File: src/rtl/urx_pkg.sv
package urx_pkg;
    localparam int DATA_W = 8;

    typedef enum logic [2:0] {
        S_IDLE, S_START, S_DATA, S_PAR, S_STOP, S_BRK
    } rx_state_e;

    typedef enum logic [1:0] {
        PAR_NONE  = 2'd0,
        PAR_CHECK = 2'd1,
        PAR_FORCE = 2'd2,
        PAR_ADDR  = 2'd3
    } par_mode_e;

    typedef struct packed {
        logic              brk;
        logic              fe;
        logic              pe;
        logic [DATA_W-1:0] data;
    } rx_char_t;

    function automatic logic [3:0] len_bits(input logic [1:0] code);
        return 4'd5 + {2'b00, code};
    endfunction

    function automatic logic par_flag(input par_mode_e m, input logic odd,
                                      input logic [DATA_W-1:0] d, input logic p);
        case (m)
            PAR_CHECK: return (^d) ^ p ^ odd;
            PAR_FORCE: return p ^ odd;
            PAR_ADDR:  return p;
            default:   return 1'b0;
        endcase
    endfunction
endpackage

File: src/rtl/urx_sampler.sv
module urx_sampler
    import urx_pkg::*;
#(
    parameter int OSR = 16
) (
    input  logic     clk,
    input  logic     rst,
    input  logic     tick,
    input  logic     rxd,
    input  logic [1:0] cfg_len,
    input  logic [1:0] cfg_par,
    input  logic     cfg_odd,
    output logic     done,
    output rx_char_t chr,
    output logic     brk_end
);
    localparam int CW   = $clog2(OSR);
    localparam int HALF = OSR / 2;

    rx_state_e         state;
    logic [CW-1:0]     cnt;
    logic [2:0]        bit_idx;
    logic [DATA_W-1:0] shreg;
    logic              pbit;
    logic [3:0]        nbits;
    par_mode_e         pmode;
    logic              at_mid;
    logic              all_low;

    assign nbits   = len_bits(cfg_len);
    assign pmode   = par_mode_e'(cfg_par);
    assign at_mid  = (cnt == CW'(OSR - 1));
    assign all_low = (shreg == '0) && !pbit && !rxd;

    always_ff @(posedge clk) begin
        if (rst) begin
            state   <= S_IDLE;
            cnt     <= '0;
            bit_idx <= '0;
            shreg   <= '0;
            pbit    <= 1'b0;
            done    <= 1'b0;
            brk_end <= 1'b0;
            chr     <= '0;
        end else begin
            done    <= 1'b0;
            brk_end <= 1'b0;
            if (tick) begin
                case (state)
                    S_IDLE: begin
                        if (!rxd) begin
                            state <= S_START;
                            cnt   <= '0;
                        end
                    end
                    S_START: begin
                        if (cnt == CW'(HALF - 1)) begin
                            cnt <= '0;
                            if (!rxd) begin
                                state   <= S_DATA;
                                bit_idx <= '0;
                                shreg   <= '0;
                                pbit    <= 1'b0;
                            end else begin
                                state <= S_IDLE;
                            end
                        end else begin
                            cnt <= cnt + 1'b1;
                        end
                    end
                    S_DATA: begin
                        if (at_mid) begin
                            cnt            <= '0;
                            shreg[bit_idx] <= rxd;
                            if ({1'b0, bit_idx} == nbits - 4'd1)
                                state <= (pmode == PAR_NONE) ? S_STOP : S_PAR;
                            else
                                bit_idx <= bit_idx + 1'b1;
                        end else begin
                            cnt <= cnt + 1'b1;
                        end
                    end
                    S_PAR: begin
                        if (at_mid) begin
                            cnt   <= '0;
                            pbit  <= rxd;
                            state <= S_STOP;
                        end else begin
                            cnt <= cnt + 1'b1;
                        end
                    end
                    S_STOP: begin
                        if (at_mid) begin
                            cnt      <= '0;
                            done     <= 1'b1;
                            chr.data <= shreg;
                            chr.fe   <= !rxd;
                            chr.brk  <= all_low;
                            chr.pe   <= par_flag(pmode, cfg_odd, shreg, pbit);
                            state    <= all_low ? S_BRK : S_IDLE;
                        end else begin
                            cnt <= cnt + 1'b1;
                        end
                    end
                    S_BRK: begin
                        if (!rxd) begin
                            cnt <= '0;
                        end else if (cnt == CW'(HALF - 1)) begin
                            cnt     <= '0;
                            brk_end <= 1'b1;
                            state   <= S_IDLE;
                        end else begin
                            cnt <= cnt + 1'b1;
                        end
                    end
                    default: state <= S_IDLE;
                endcase
            end
        end
    end
endmodule

File: src/rtl/urx_fifo.sv
module urx_fifo
    import urx_pkg::*;
#(
    parameter int DEPTH = 8
) (
    input  logic                     clk,
    input  logic                     rst,
    input  logic                     push,
    input  rx_char_t                 din,
    input  logic                     pop,
    output rx_char_t                 dout,
    output logic [$clog2(DEPTH):0]   count
);
    localparam int AW = $clog2(DEPTH);

    rx_char_t      mem [DEPTH];
    logic [AW-1:0] wptr;
    logic [AW-1:0] rptr;
    logic          do_pop;

    assign do_pop = pop && (count != '0);
    assign dout   = mem[rptr];

    function automatic logic [AW-1:0] nxt(input logic [AW-1:0] p);
        return (p == AW'(DEPTH - 1)) ? '0 : p + 1'b1;
    endfunction

    always_ff @(posedge clk) begin
        if (push) mem[wptr] <= din;
    end

    always_ff @(posedge clk) begin
        if (rst) begin
            wptr  <= '0;
            rptr  <= '0;
            count <= '0;
        end else begin
            if (push)   wptr <= nxt(wptr);
            if (do_pop) rptr <= nxt(rptr);
            case ({push, do_pop})
                2'b10:   count <= count + 1'b1;
                2'b01:   count <= count - 1'b1;
                default: count <= count;
            endcase
        end
    end
endmodule

File: src/rtl/uart_rx_stat.sv
module uart_rx_stat
    import urx_pkg::*;
#(
    parameter int DEPTH = 8,
    parameter int OSR   = 16
) (
    input  logic              clk,
    input  logic              rst,
    input  logic              tick16,
    input  logic              rxd,
    input  logic [1:0]        cfg_len,
    input  logic [1:0]        cfg_par,
    input  logic              cfg_odd,
    input  logic              rd,
    input  logic              clr_err,
    output logic [DATA_W-1:0] head_data,
    output logic              head_brk,
    output logic              head_fe,
    output logic              head_pe,
    output logic              rdy,
    output logic              full,
    output logic              ovr,
    output logic              brk_chg
);
    localparam int CNT_W = $clog2(DEPTH) + 1;

    logic             s_done;
    logic             s_brk_end;
    rx_char_t         s_chr;
    rx_char_t         f_din;
    rx_char_t         f_dout;
    logic             f_push;
    logic             f_pop;
    logic [CNT_W-1:0] f_count;
    logic             f_space;
    logic             hold_v;
    rx_char_t         hold_c;
    logic             hold_move;

    urx_sampler #(.OSR(OSR)) u_smp (
        .clk(clk), .rst(rst), .tick(tick16), .rxd(rxd),
        .cfg_len(cfg_len), .cfg_par(cfg_par), .cfg_odd(cfg_odd),
        .done(s_done), .chr(s_chr), .brk_end(s_brk_end)
    );

    urx_fifo #(.DEPTH(DEPTH)) u_q (
        .clk(clk), .rst(rst), .push(f_push), .din(f_din),
        .pop(f_pop), .dout(f_dout), .count(f_count)
    );

    assign f_pop     = rd && (f_count != '0);
    assign full      = (f_count == CNT_W'(DEPTH));
    assign f_space   = !full || f_pop;
    assign hold_move = hold_v && f_space;

    always_comb begin
        f_push = 1'b0;
        f_din  = hold_c;
        if (hold_move) begin
            f_push = 1'b1;
        end else if (!hold_v && s_done && f_space) begin
            f_push = 1'b1;
            f_din  = s_chr;
        end
    end

    always_ff @(posedge clk) begin
        if (rst) begin
            hold_v <= 1'b0;
            hold_c <= '0;
            ovr    <= 1'b0;
        end else begin
            if (clr_err) ovr <= 1'b0;
            if (s_done && (hold_v || !f_space)) begin
                hold_c <= s_chr;
                hold_v <= 1'b1;
                if (hold_v && !f_space) ovr <= 1'b1;
            end else if (hold_move) begin
                hold_v <= 1'b0;
            end
        end
    end

    assign head_data = f_dout.data;
    assign head_brk  = f_dout.brk;
    assign head_fe   = f_dout.fe;
    assign head_pe   = f_dout.pe;
    assign rdy       = (f_count != '0);
    assign brk_chg   = (s_done && s_chr.brk) || s_brk_end;
endmodule

File: config.mk
export PLATFORM = sky130hd
export DESIGN_NAME = uart_rx_stat
export DESIGN_NICKNAME = d
export VERILOG_FILES = /design/src/rtl/urx_pkg.sv /design/src/rtl/urx_sampler.sv /design/src/rtl/urx_fifo.sv /design/src/rtl/uart_rx_stat.sv
export SDC_FILE = /design/constraint.sdc
export NUM_CORES = 1
export LEC_CHECK = 0
export BUFFER_PORTS_ARGS = -buffer_cell sky130_fd_sc_hd__buf_2
export CAP_MARGIN = 20
export CORE_MARGIN = 3
export CORE_UTILIZATION = 55
export CTS_CLUSTER_SIZE = 10
export DETAILED_ROUTE_END_ITERATION = 8
export PLACE_DENSITY_LB_ADDON = 0.25
export SETUP_SLACK_MARGIN = 0.1
export SYNTH_ARGS = -nofsm -noshare
export SYNTH_HDL_FRONTEND = slang
export SYNTH_SLANG_ARGS = --single-unit
File: constraint.sdc
create_clock -name clk -period 2.7 [get_ports clk]
set_input_delay 0.135 -clock clk [delete_from_list [all_inputs] [get_ports clk]]
set_output_delay 0.135 -clock clk [all_outputs]
set_load 0.03 [all_outputs]
==> results of run 1 <==
-- cell usage in the layout (no fill, tap or decap), drive strengths merged, types with 14 or more instances in the layout --
cell and n:
a21oi 45, buf 39, clkbuf 17, dfxtp 58
edfxtp 88, ha 16, inv 26, mux2 23
mux2i 14, mux4 22, nand2 40, nor2 38
o21ai 19
-- routing by layer --
| metal | GRT usage [%] | part of all wire (%) | up-vias | wire, um |
|---|---|---|---|---|
| met5 | 0 | 0 | - | 0 |
| met4 | 7.37 | 1.6 | 0 | 201 |
| met3 | 4.19 | 4.0 | 20 | 490 |
| met2 | 35.2 | 51 | 95 | 6240 |
| met1 | 26.5 | 43 | 1971 | 5310 |
| li1 | - | - | 1918 | - |
-- worst max-delay path, cell delays in order (launching register included) --
cell	delay (ns)
dfxtp_1	0.39
or4_4	0.57
nand2_2	0.12
inv_1	0.11
ha_4	0.19
xor2_1	0.14
ha_1	0.18
a21oi_1	0.14
xor2_1	0.10
or3_1	0.32
a21oi_1	0.14
-- cell type report --
cell class	instances	area, sq um
fill	831	3810
sequential	146	3800
multi-input combinational	307	2420
clock buffer	17	425
timing repair buffer	39	230
tap	140	175
clock inverter	14	146
inverter	18	67.6
-- final timing paths --
kind / slack (ns) / start / endpoint
worst max register to register: 0.23 / u_q.count[0]$_SDFFE_PP0P_ / u_q.count[2]$_SDFFE_PP0P_
worst min register to register: 0.47 / u_smp.chr[8]$_SDFFE_PP0P_ / u_smp.chr[8]$_SDFFE_PP0P_
worst min-delay path: 0.01 / clr_err / ovr$_SDFF_PP0_
worst max-delay path: 0.23 / u_q.count[0]$_SDFFE_PP0P_ / u_q.count[2]$_SDFFE_PP0P_
-- cell families after synthesis --
kind of cell               after synthesis
DFF                                    146
and+or+nand+nor                        134
AOI/OAI and AO/OA                       88
muxes                                   59
buffers and inverters                   45
adders and majority gates               16
xor gates and xnor gates                10
-- through the flow --
stage,area (sq um),power [W]
after floorplan,6420,0.00250
after global placement,6690,0.00253
after detailed placement,6690,0.00253
after CTS,7260,0.00478
after global routing,7270,0.00491
final,7270,0.00475
-- flip-flops by register name (all words and copies together), names as in the netlist, 3 cells and up, named ones only --
name / flops
u_smp.bit_idx: 3
u_q.count: 4
u_q.rptr: 3
hold_c: 11
u_smp.chr: 11
u_smp.shreg: 8
u_smp.cnt: 4
u_smp.state: 3
u_q.wptr: 3
u_q.mem: 88
-- synth_stat cells (all sizes together), types with 3 or more instances --
cell type	count
xor2	4
a31oi	5
nor3b	5
inv	18
nor2	38
nor4	5
ha	16
xnor2	6
buf	12
nand3	7
mux2	23
nor3	9
or3	4
a211oi	4
clkbuf	15
edfxtp	88
dfxtp	58
or3b	4
a21oi	45
or4	3
nand2	40
nand2b	6
mux2i	14
mux4	22
o21ai	19
nor2b	3
-- repair_timing --
item / in CTS / in global routing
setup endpoints to repair: 0 / 2
resized for setup: 0 / 3
hold buffers: 0 / 0
-- power groups by stage --
stage	combinational, W	clock (W)	sequential (W)
after global placement	0.000117	0	0.00241
after detailed placement	0.000119	0	0.00241
after CTS	0.000120	0.00230	0.00236
after floorplan	0.000109	0	0.00239
after global routing	0.000135	0.00241	0.00236
final	0.000121	0.00227	0.00236
==> metrics.md, run 1 <==
| Metric | Value |
|---|---|
| FFs w/ async S/R, synth | 0% |
| Initial core utilization | 57.6% |
| Tot GR Track Use | between 20% and 30% |
| Yosys top cell by area | edfxtp_1 |
| Max Fclk | 404 MHz |
| Avg Inst Size Synth | between 10 and 15 sq um |
| Area grow syn2layout | 13.9% |
| Nets | around 560 |
| Remaining DRCs | 0 |
| Post-synthesis cell type count | 56 |
| Dpl ws | around 0.2 ns |
| Fin Setup TNS | 0 ns |
| Total grt overflow | 0 |
| Worst clock skew | 0.00910 ns |
| Final Core Density | approximately two thirds |
| GPL Wtd Cong | between 0.7 and 0.8 |
| Post-route setup slack | 0.226 ns |
| Die H | approximately 110 um |
| Syn Inst Count | about 500 |
| Hold Crit Class | in2reg |
| Largest family of logic cells by synthesized area | multiplexers |
| Maximum Capacitance Violations | 0 |
| Core area | 11100 sq um |
| DR vias | around 4000 |
| Clk root buf | clkbuf_16 |
| Routed WL | approximately 12000 um |
| Synth Area in Adders | under 10% |
| TritonRoute pass-1 iters | 4 |
| Drt via density | between 5 and 6 |
| First-pass GRT wire length | approximately 21000 um |
| WHS | between 0.01 and 0.015 ns |
| DRT iter0 DRCs | between 200 and 300 |
| Fin. Hold Viols | 0 |
| Final setup fails | 0 |
| Initial antenna violation count | 0 |
| CP Class | reg2reg |
| Depth of the worst hold-timing path | 4 |
| Clock transition at path regs | 0.06 ns |
| Syn_nets | about 530 |
| Post-synth EDFFs | a little under 90 |
| I/O pins | 26 |
| Switching part of the total | roughly 22% |
| Crit. End Element | register |
| Number of global-route vias before repair | between 4000 and 5000 |
| Setup crit start kind | register |
| Synth top area share | around 41% |
| Clock network fraction of total power | a little under half |
| Largest net degree at the start of global routing | 36 |
| Comb pwr share | approximately 2.5% |
| Flop pwr share | 49.7% |
| Mux contribution to synthesized area | between 10% and 20% |
| Detail Placement HPWL | 7470 um |
| Pwr Density | approximately 650 nW/um^2 |
| Post-DRT Antenna Nets | 0 |
| Post-synthesis xor/xnor area fraction | roughly 1.4% |
| Synth Register Bits | about 150 |
| Synth Area in Compound Gates | under 10% |
| Net Switching | 0.00106 W |
| Slew Viols, Final | 0 |
| Run status | completed |
| Critical path required time | 3.05 ns |
| Clock Tree Buf Depth | 2 |
| Peak VDD IR | 0.397 mV |
| Leakage | 2.32 nW |
| CTS tree | yes |
| Worst-Skew Late Latency | 0.42 ns |
| Synthesized area | 6380 sq um |
| Placed cells | 650 |
| Fraction of layout cells with a size suffix above 1 | between 20% and 30% |
| Die Area | 12900 sq um |
| Reg2reg path depth | 10 |
| Crit path max fanout | 6 |
| Die width | ~110 um |
| Sequential fraction of the synthesis area | 59.6% |
| Setup Buffers After CTS | 0 |
| Antenna cells | 0 |
| Min Tclk post-route | 2.47 ns |
| Main synth FF type | edfxtp_1 |
| Non-filler instance count after layout | between 600 and 700 |
| Num CTS Buffers | 17 |
| Share of the clock period used by the worst path | approximately nine tenths |
| Worst Max-Slew Pin Slew | approximately 0.64 ns |
| Int Pwr | 0.00369 W |
| Worst Path Arrival | 2.82 ns |
| Relative max-transition margin | between 50% and 60% |
| Routed wire length per instance | around 18 um |
| Clock sinks | 146 |
| Port-buffer cells | 25 |
| Rows | 38 |
| Unrepaired setup endpoints after global routing | yes |
| Top post-synthesis cells by area | edfxtp_1, dfxtp_1, mux4_2, mux2_2, a21oi_1 |
| H-tree depth | 4 |
| Post-synthesis simple-gate area fraction | a little over a tenth |
| Syn. warnings | 0 |
(Power assumes the default switching activity.)
==> inputs of run 2 (changes only) <==
--- a/config.mk
+++ b/config.mk
@@ -11,7 +11,7 @@
 export CORE_UTILIZATION = 55
 export CTS_CLUSTER_SIZE = 10
 export DETAILED_ROUTE_END_ITERATION = 8
-export PLACE_DENSITY_LB_ADDON = 0.25
+export PLACE_DENSITY = 0.85
 export SETUP_SLACK_MARGIN = 0.1
 export SYNTH_ARGS = -nofsm -noshare
 export SYNTH_HDL_FRONTEND = slang
==> run 2 against run 1 <==
Hold slack better by 0.014 ns; combinational power about the same; setup slack better by 0.078 ns; critical path type unchanged; critical endpoint unchanged; largest cell class unchanged.
==> metrics.md, run 2 (synthesized netlist as in run 1, its figures left out) <==
| Metric | Value |
|---|---|
| First-pass GRT wire length | 20500 um (-1.2%) |
| Worst R2R Start | u_q.count[0]$_SDFFE_PP0P_ |
| Clk root buf | clkbuf_16 |
| Clock Tree Buf Depth | 2 (unchanged) |
| Total Power | 0.00473 W (-0.46%) |
| DR vias | 4006 (+0.050%) |
| Pwr Density | 650 nW/um^2 (-0.55%) |
| Crit. End Element | register |
| Area of the multi-input gates | 2420 sq um (unchanged) |
| TritonRoute pass-1 iters | 5 (+1) |
| Final setup fails | 0 (unchanged) |
| DRT iter0 DRCs | 237 (-13%) |
| Drt via density | 5.87 (-0.24%) |
| Final Core Density | 65.7% (about the same) |
| Slew Viols, Final | 0 (unchanged) |
| Most frequent cells in the layout | edfxtp_1, dfxtp_1, a21oi_1 |
| Leakage | 2.33 nW (+0.62%) |
| Worst Path Arrival | 2.74 ns (-0.08 ns) |
| Biggest regs | u_q.mem (88), hold_c (11), u_smp.chr (11) |
| Reg2reg path depth | 10 (unchanged) |
| Initial antenna violation count | 0 (unchanged) |
| R2R Setup Slk | 0.30 ns (+0.08 ns) |
| Maximum Capacitance Violations | 0 (unchanged) |
| Relative max-transition margin | 51.4% (-5.9 points) |
| Port-buffer cells | 25 (unchanged) |
| Clock transition at path regs | 0.06 ns (about the same) |
| Crit-path max cell delay | 0.55 ns (-0.02 ns) |
| Setup crit start kind | register |
| Remaining DRCs | 0 (unchanged) |
| Non-filler instance count after layout | 683 (+0.29%) |
| Max reg flops | 88 (unchanged) |
| Worst path most repeated cell | xor2_1 |
| Fill cells | 778 (-6.4%) |
| Number of global-route vias before repair | 4080 (+0.54%) |
| Final instance area | 7270 sq um (about the same) |
| Total grt overflow | 0 (unchanged) |
| Critical path required time | 3.04 ns (about the same) |
| Reg area | 3810 sq um (about the same) |
| Grt met2 use | 37.4% (+2.2 points) |
| Worst clock skew | 0.00793 ns (-0.00116 ns) |
| H-tree depth | 4 (unchanged) |
| Num CTS Buffers | 17 (unchanged) |
| Unrepaired setup endpoints after global routing | no |
| Die Area | 12900 sq um (unchanged) |
| Largest Register | u_q.mem |
| Routed wire length per instance | 18.1 um (+0.59%) |
| Fin. Hold Viols | 0 (unchanged) |
| Top Usage Layer GRT | met2 |
| Min Tclk post-route | 2.40 ns (-0.0776 ns) |
| GPL Wtd Cong | 0.809 (+1.4%) |
| Worst-Skew Late Latency | 0.41 ns (about the same) |
| Nets | 557 (+0.18%) |
| Placed cells | 651 (+0.15%) |
| Share of the clock period used by the worst path | 88.7% (-2.9 points) |
| Fraction of layout cells with a size suffix above 1 | 24.3% (+0.46 points) |
| Hold Crit Class | in2reg |
| Depth of the worst hold-timing path | 4 (unchanged) |
| Crit path max-delay cell type | or4_4 |
| Detail Placement HPWL | 7770 um (+4.0%) |
| Routed WL | 12400 um (+0.88%) |
| DP Area | 6700 sq um (+0.11%) |
| Tot GR Track Use | 20.6% (-0.14 points) |
| Clock sinks | 146 (unchanged) |
| CTS tree | yes |
| Max Fclk | 417 MHz (+3.2%) |
| Worst Max-Slew Pin Slew | 0.723 ns (+0.0871 ns) |
| Crit path max fanout | 6 (unchanged) |
| I/O pins | 26 (unchanged) |
| Antenna cells | 0 (unchanged) |
| Fin Setup TNS | 0 ns (unchanged) |
| WHS Endpoint | ovr$_SDFF_PP0_ |
| CP Class | reg2reg |
| Die H | 114 um (unchanged) |
| Cell Chain, Critical Path | or4_4 -> nand2_2 -> inv_1 -> ha_4 -> xor2_1 -> ha_1 -> a21oi_2 -> xor2_1 -> or3_1 -> a21oi_1 |
| Initial core utilization | 57.6% (unchanged) |
| Worst hold start | clr_err |
| Die width | 114 um (unchanged) |
| GR Util met1 | 24.2% (-2.4 points) |
| Largest net degree at the start of global routing | 32 (-11%) |
| Commonest non-fill, non-tap cell in the layout | edfxtp_1 |
| Post-DRT Antenna Nets | 0 (unchanged) |
| Area grow syn2layout | 14.0% (about the same) |
| R2R Path End | u_q.count[2]$_SDFFE_PP0P_ |
| Met3 Resource Use GR | 4.62% (+0.42 points) |
| Rows | 38 (unchanged) |
| Core area | 11100 sq um (unchanged) |
| Run status | completed |
| Peak VDD IR | 0.443 mV (+12%) |
run 2: how the worst max path moves through the flow:
stage | start | endpoint
after global routing | u_q.count[1]$_SDFFE_PP0P_ | u_q.count[2]$_SDFFE_PP0P_
after global placement | u_q.count[0]$_SDFFE_PP0P_ | u_q.count[2]$_SDFFE_PP0P_
after floorplan | u_q.count[1]$_SDFFE_PP0P_ | u_q.count[3]$_SDFFE_PP0P_
after detailed placement | u_q.count[0]$_SDFFE_PP0P_ | u_q.count[2]$_SDFFE_PP0P_
after CTS | u_q.count[0]$_SDFFE_PP0P_ | u_q.count[2]$_SDFFE_PP0P_
final | u_q.count[0]$_SDFFE_PP0P_ | u_q.count[2]$_SDFFE_PP0P_
run 2: final cells by class:
cell class,instances,share of cell area [%]
clock inverter,15,1.98
inverter,18,0.929
sequential,146,52.3
clock buffer,17,5.85
tap,140,2.41
timing repair buffer,40,3.27
multi-input combinational,307,33.2
run 2: per-stage QoR:
stage	setup WS [ns]	hold slack, ns
final	0.304	0.0251
after global routing	0.156	0.0643
after CTS	0.166	0.0122
after detailed placement	0.179	0.438
after global placement	0.283	0.440
after floorplan	0.0385	0.231
run 2: where the power goes:
group	switching, W	total (W)	internal [W]
Sequential	0.0000215	0.00236	0.00234
Combinational	0.0000703	0.000122	0.0000512
Clock	0.000952	0.00224	0.00129
run 2: routing by layer:
| layer | routed length [um] | part of all wire (%) | vias up |
|---|---|---|---|
| met1 | 4880 | 40 | 1952 |
| met4 | 179 | 1.4 | 0 |
| met5 | 0 | 0 | - |
| li1 | - | - | 1923 |
| met3 | 588 | 4.8 | 20 |
| met2 | 6700 | 54 | 111 |
run 2: worst max-delay path, delay by kind of cell (launching register included):
family / cells / cell delay, ns
xor gates and xnor gates: 2 / 0.22
adders and majority gates: 2 / 0.39
and+or+nand+nor: 3 / 0.97
DFF: 1 / 0.36
buffers and inverters: 1 / 0.11
AOI/OAI and AO/OA: 2 / 0.27
run 2: what timing repair did:
action,4_1_cts,5_1_grt
buffers inserted,0,0
endpoints found under the setup margin,0,1
hold endpoints to repair,0,0
resized for setup,0,4
hold buffers,0,0
